### src/rtl/arm_cap_balancer.sv
module arm_cap_balancer #(
  parameter int N  = 8,
  parameter int W  = 16,
  localparam int KW = $clog2(N) + 1
) (
  input  logic           clk,
  input  logic           rst_n,
  input  logic           start,
  input  logic [N*W-1:0] volt,
  input  logic [N-1:0]   fault,
  input  logic [KW-1:0]  want,
  input  logic           neg_cur,
  output logic [N-1:0]   ins,
  output logic [N-1:0]   lvl,
  output logic           done,
  output logic           sat
);
  localparam int IW = $clog2(N);
  localparam int KEYW = W + 1;

  logic            busy, dir, sat_nx;
  logic [IW-1:0]   step;
  logic [KW-1:0]   kreg;
  logic [N-1:0]    flt, ahead;
  logic [KEYW-1:0] key    [N];
  logic [KEYW-1:0] key_in [N];
  logic [KW-1:0]   rank   [N];
  logic [W-1:0]    vmax, vmin;
  logic [KEYW-1:0] kj;
  logic            fj;

  always_comb begin
    vmax = '0;
    vmin = '1;
    for (int i = 0; i < N; i++) begin
      if (volt[i*W +: W] > vmax) vmax = volt[i*W +: W];
      if (volt[i*W +: W] < vmin) vmin = volt[i*W +: W];
    end
  end

  always_comb begin
    for (int i = 0; i < N; i++) begin
      if (!fault[i])    key_in[i] = {1'b0, volt[i*W +: W]};
      else if (neg_cur) key_in[i] = {1'b0, vmin} >> 1;
      else              key_in[i] = {vmax, 1'b0};
    end
  end

  assign kj = key[step];
  assign fj = flt[step];

  always_comb begin
    for (int i = 0; i < N; i++) begin
      if (int'(step) == i)        ahead[i] = 1'b0;
      else if (kj != key[i])      ahead[i] = dir ? (kj > key[i]) : (kj < key[i]);
      else if (fj != flt[i])      ahead[i] = flt[i];
      else                        ahead[i] = int'(step) < i;
    end
  end

  always_ff @(posedge clk) begin
    if (!rst_n) begin
      busy <= 1'b0; dir <= 1'b0; sat_nx <= 1'b0; step <= '0; kreg <= '0;
      flt <= '0; ins <= '0; done <= 1'b0; sat <= 1'b0;
      for (int i = 0; i < N; i++) begin
        key[i]  <= '0;
        rank[i] <= '0;
      end
    end else begin
      done <= 1'b0;
      if (start && !busy) begin
        busy   <= 1'b1;
        step   <= '0;
        dir    <= neg_cur;
        flt    <= fault;
        sat_nx <= want > KW'(N);
        kreg   <= (want > KW'(N)) ? KW'(N) : want;
        for (int i = 0; i < N; i++) begin
          key[i]  <= key_in[i];
          rank[i] <= '0;
        end
      end else if (busy) begin
        step <= step + 1'b1;
        for (int i = 0; i < N; i++) rank[i] <= rank[i] + KW'(ahead[i]);
        if (step == IW'(N - 1)) begin
          busy <= 1'b0;
          done <= 1'b1;
          sat  <= sat_nx;
          for (int i = 0; i < N; i++) ins[i] <= (rank[i] + KW'(ahead[i])) < kreg;
        end
      end
    end
  end

  for (genvar m = 0; m < N / 2; m++) begin : g_lvl
    assign lvl[2*m+1:2*m] = {ins[2*m] & ins[2*m+1], ins[2*m] ^ ins[2*m+1]};
  end

  int lvl_sum;
  always_comb begin
    lvl_sum = 0;
    for (int m = 0; m < N / 2; m++) lvl_sum += int'(lvl[2*m +: 2]);
  end


  ins_count_chk: assert property (@(posedge clk) disable iff (!rst_n)
    done |-> $countones(ins) == int'(kreg));

  lvl_sum_chk: assert property (@(posedge clk) disable iff (!rst_n)
    done |-> lvl_sum == $countones(ins));

  done_pulse_chk: assert property (@(posedge clk) disable iff (!rst_n)
    done |=> !done);

  hold_out_chk: assert property (@(posedge clk) disable iff (!rst_n)
    !done |-> ($stable(ins) && $stable(sat)));

  sat_clamp_chk: assert property (@(posedge clk) disable iff (!rst_n)
    (done && sat) |-> int'(kreg) == N);

  no_fault_pick_chk: assert property (@(posedge clk) disable iff (!rst_n)
    (done && $countones(~flt) >= int'(kreg)) |-> (ins & flt) == '0);
endmodule

### config.mk
export PLATFORM = sky130hd
export DESIGN_NAME = arm_cap_balancer
export DESIGN_NICKNAME = d
export VERILOG_FILES = /design/src/rtl/arm_cap_balancer.sv
export SDC_FILE = /design/constraint.sdc
export NUM_CORES = 1
export LEC_CHECK = 0
export BUFFER_PORTS_ARGS = -buffer_cell sky130_fd_sc_hd__buf_2
export CORE_MARGIN = 2
export CORE_UTILIZATION = 35
export DETAILED_ROUTE_END_ITERATION = 8
export GPL_ROUTABILITY_DRIVEN = 0
export MAX_ROUTING_LAYER = met4
export PLACE_DENSITY_LB_ADDON = 0.3
export SYNTH_ARGS = -nofsm -noshare
export SYNTH_HDL_FRONTEND = slang
export SYNTH_SLANG_ARGS = --single-unit
### constraint.sdc
create_clock -name clk -period 41 [get_ports clk]
set_input_delay 12.3 -clock clk [delete_from_list [all_inputs] [get_ports clk]]
set_output_delay 12.3 -clock clk [all_outputs]
set_load 0.005 [all_outputs]
**After elaboration in Yosys (flattened, before gate mapping)**

Memory sizes are Yosys's and may differ from the RTL's. A register that Yosys moved wholly into a read port is not among the register bits.
Cells that the tools add are included.

- Bits in registers: 28
- Bits in writable memories: 168
- Input port bits: 144
- Output and inout port bits: 18
- Word-level logic and storage cells: 232
- Memories kept: 2

Memories:

| memory | depth | width | read ports | clocked after Yosys merged registers in | wr ports | line | text |
|---|---|---|---|---|---|---|---|
| key | 8 | 17 | 9 | 1 | 8 | 25 | `logic [KEYW-1:0] key [N];` |
| rank | 8 | 4 | 8 | 0 | 8 | 27 | `logic [KW-1:0] rank [N];` |

- Add/sub/neg operators: 9
- $lt $le $gt $ge: 49
- Equal/unequal tests: 24
- Multiplexer cells: 98
- Bitwise gates (word level): 35
- Reductions and logical operators: 6

Operators with widths:

| operator | count |
|---|---|
| two-way mux 17 bit | 17 |
| two-way mux 16 bit | 16 |
| greater-than comparator 17 bit | 8 |
| < comparator 17 bit | 8 |
| != test 17 bit | 8 |
| greater-than comparator 16 bit | 7 |
| < comparator 16 bit | 7 |
| two-way mux 4 bit | 17 |
| two-way mux 1 bit | 45 |
| adder 4 x 1 -> 4 bit | 8 |
| < comparator 4 bit | 8 |
| OR 1 bit | 24 |
| greater-than comparator 16 x 1 -> 1 bit, second input constant | 1 |
| < comparator 16 bit, second input constant | 1 |
| == test 3 bit, second input constant | 5 |
| < comparator 3 bit, second input constant | 4 |
| != test 1 bit | 8 |
| == test 3 x 2 -> 1 bit, second input constant | 2 |
| < comparator 3 x 2 -> 1 bit, second input constant | 2 |
| two-way mux 3 bit | 2 |
| bitwise AND 1 bit | 4 |
| greater-than comparator 4 bit, second input constant | 1 |
| < comparator 3 x 4 -> 1 bit, second input constant | 1 |
| XOR 1 bit | 4 |
| 11 further kinds | 13 |

**Longest topological paths before layout**

- Word-level depth: 19
- Gate-level depth with buffers: 98
- Gate-level depth less buffers: 89

**Least setup slack after synthesis**

OpenSTA, ideal clock, no wires.

- Path kind: input to register
- Start point: input volt[15]
- End point: memory key[0][3] (netlist name), data pin
- Library setup time: 0.275 ns
- Arrival time: 28.798 ns
- Data required time: 40.725 ns
- Path slack: 11.927 ns
- Stages: 93
- Path buffers: 9
- Cells stage by stage: inv_1 > ha_1 > nand4_1 > a211oi_1 > o311ai_2 > nand3_2 > buf_1 > mux2i_1 > ha_1 > a211oi_1 > o21ai_0 > a221oi_1 > or4_4 > nand3_1 > o32ai_1 > clkbuf_1 > nor2_1 > a21oi_1 > [... 57 more ...] > buf_4 > buf_2 > mux2i_1 > ha_1 > o21ai_0 > nand2b_1 > a21oi_1 > nor2b_1 > o21ai_0 > nand2b_1 > a21oi_1 > nor2b_1 > o21ai_0 > a22o_1 > clkbuf_1 > nor3b_1 > a311oi_4 > a31oi_1

RTL lines:

| what | line | text |
|---|---|---|
| start: declaration | 9 | `input logic [N*W-1:0] volt,` |
| end: declaration | 25 |  |

==> impl_metrics.toml <==
[global_routing]
antenna_found_initial = 2
grt-ovfl-total = 0
grt_pass1_vias = 21037
grt_use_total_pct = 25.2
grt_max_degree = 79
grt_pass1_wl_um = 126000

[worst_setup_path]
required_ns = 41.19
cp-start-kind = "primary input"
path_class = "primary input to flop"
crit_path_end_kind = "flop"
arrival_ns = 31.84
r2r_cells = 27
critical_path.max_fanout = 27
critical-path-slowest-cell = "and3_1"
cpPeakStageDelay_ns = 0.88

[cells_and_area]
nFillCells = 6415
stdcell_count = 3505
fin_nets = 3172
layout-area-overhead-vs-synth_pct = 10.2
drive_gt1_share_pct = 13.3
utilization_pct = 39.0

[yosys]
yosysWarnings = 0
synth_edf_count = 164
syn_inst = 2528
synth_commonest_cells = "ha_1, inv_1, edfxtp_1, o21ai_0, a21oi_1"
syn_area_per_cell_um2 = 9.05
yosysTopAreaCell = "ha_1"
yosysMostFrequentCell = "ha_1"
syn_area_mm2 = 0.0229
ys.flop_type = "edfxtp_1"
async_reset_ff_share_pct = 0
synth_area_leaders = "ha_1, edfxtp_1, mux2i_1, inv_1, a32oi_1"
ys_ff_latch = 199
synth.distinct_cells = 86
ys_seq_area_share_pct = 24.6
syn-num-nets = 3066
yosysTopAreaCellShare_pct = 21.6

[timing]
setup_viol_count_final = 0
hold_viol = 0
min_period_over_period_pct = 77.2
drv_slew = 0
fmax_mhz = 31.6
finalSetupTns_ns = 0
maxSlewHeadroom_pct = 8.31
fin_crit_ns = 31.66
fin_ws_ns = 9.34
worst_pin_slew_ns = 1.38
fin_skew_ns = 0.0120
rsz0062_at_grt = "false"

[hold_path]
hp-class = "flop to flop"
hold_path_depth = 2

[power]
p_comb_share_pct = 72.3
switching_share_pct = 53.6
power_leakage_nw = 11.7
power.switching_uw = 914
pwr-share-seq_pct = 17.4
p_int_uw = 790
peakVddDrop_uv = 52.4
powerDensity_mw_per_mm2 = 67.6
clkPwrFrac_pct = 10.3
finalPower_mw = 1.70

[run]
cap_violations = 0

[cts]
ctsResizeCount = 0
cts_max_level = 4
path_clk_slew_ns = 0.08
clock_sinks = 199
cts-buffers-inserted = 17
root_buffer = "clkbuf_16"
clk_latency_ns = 0.47
post-cts-setup-buffers = 0
cts_tree = "yes"
holdBufCountCts = 0
clock_path_buffers = 2

[floorplan]
die_w_um = 260
io_pins = 162
start_util_pct = 35.4
row_count = 93
fp.coreArea_mm2 = 0.0646
dieArea_mm2 = 0.0674
die-height_um = 260

[outcome]
outcome = "complete, no violations"

[detailed_routing]
dr.first_iter.drc_count = 2525
post-route-drc-count = 0
drtAntennaViolNets = 0
vias = 21477
wl_um = 84300
via_per_inst = 6.13
wl_per_cell_um = 24.1
dr.pass1.iters = 7

[placement]
io_buffers = 161
dp_slack_ns = 9.39
dp_cells = 3470
hpwlAfterDp_um = 69200
==> worst max-delay path: cells and delay by family <==
family,cells,cell delay [ns]
compound gates,47,10.46
fa+ha+maj,7,2.23
buf+inv,7,1.22
mux,4,1.55
simple gates,25,4.02
==> path summary, 6_finish.rpt <==
kind,startpoint,to,slack [ns]
worst min-delay path,flt[4],flt[4],0.46
worst max-delay path,volt[12],key[4][16],9.34
worst max register to register,flop,ins[5],34.57
worst min register to register,flt[4],flt[4],0.46
==> final cells by class <==
class / count / area (um^2) / share of cell area, %
Inverter: 299 / 1120 / 4.46
Antenna cell: 3 / 7.51 / 0.0298
Clock buffer: 17 / 425 / 1.69
Clock inverter: 15 / 176 / 0.700
Timing Repair Buffer: 187 / 1000 / 3.97
Tap cell: 855 / 1070 / 4.25
Multi-Input combinational cell: 1930 / 15800 / 62.6
Sequential cell: 199 / 5630 / 22.3
==> routing by layer <==
metal	part of all wire [%]	track usage, %	vias up
li1	-	-	9749
met1	40	31.3	10104
met2	45	39.6	1290
met3	8.4	3.05	334
met4	6.5	14.2	0
met5	0	-	-
==> placed cells by master (no fill, tap or decap), drive strengths merged, types with 32 or more instances in the layout <==
master  instances
nor2          106
ha            394
a21oi         129
inv           309
nand2b         44
mux2i         116
nand4          68
nand2         113
and3           32
a211oi         38
nor2b          51
a32oi          96
edfxtp        164
dfxtp          35
mux4           35
a21o          104
nand3          42
o21ai         234
mux2           48
buf           187
==> power groups by stage <==
stage / Combinational, mW / Sequential [mW] / Clock [mW]
after floorplan: 0.835 / 0.280 / 0
after global placement: 1.16 / 0.300 / 0
after detailed placement: 1.20 / 0.300 / 0
after CTS: 1.20 / 0.296 / 0.177
after global routing: 1.32 / 0.299 / 0.184
final: 1.23 / 0.296 / 0.175
==> cell families after synthesis <==
family | after synthesis | share of synthesized area, %
AOI/OAI and AO/OA | 751 | 22.3
and+or+nand+nor | 554 | 12.7
buffers and inverters | 399 | 6.63
adders and majority gates | 397 | 21.7
muxes | 199 | 10.9
DFF | 199 | 24.6
xor gates and xnor gates | 29 | 1.11
==> per-stage QoR <==
stage / hold slack, ns / cell area (um^2)
2_1_floorplan: 0.424 / 22900
3_3_place_gp: 0.445 / 24600
3_5_place_dp: 0.454 / 24600
4_1_cts: 0.467 / 25200
5_1_grt: 0.478 / 25200
6_report: 0.462 / 25200
==> sequential cells by signal, summed over array words and instances, names as in the netlist, 3 cells and up, named ones only <==
name,flops
key,136
flt,8
kreg,4
ins,8
rank,32
step,3
Note: power is estimated with default switching activity, not from simulation.
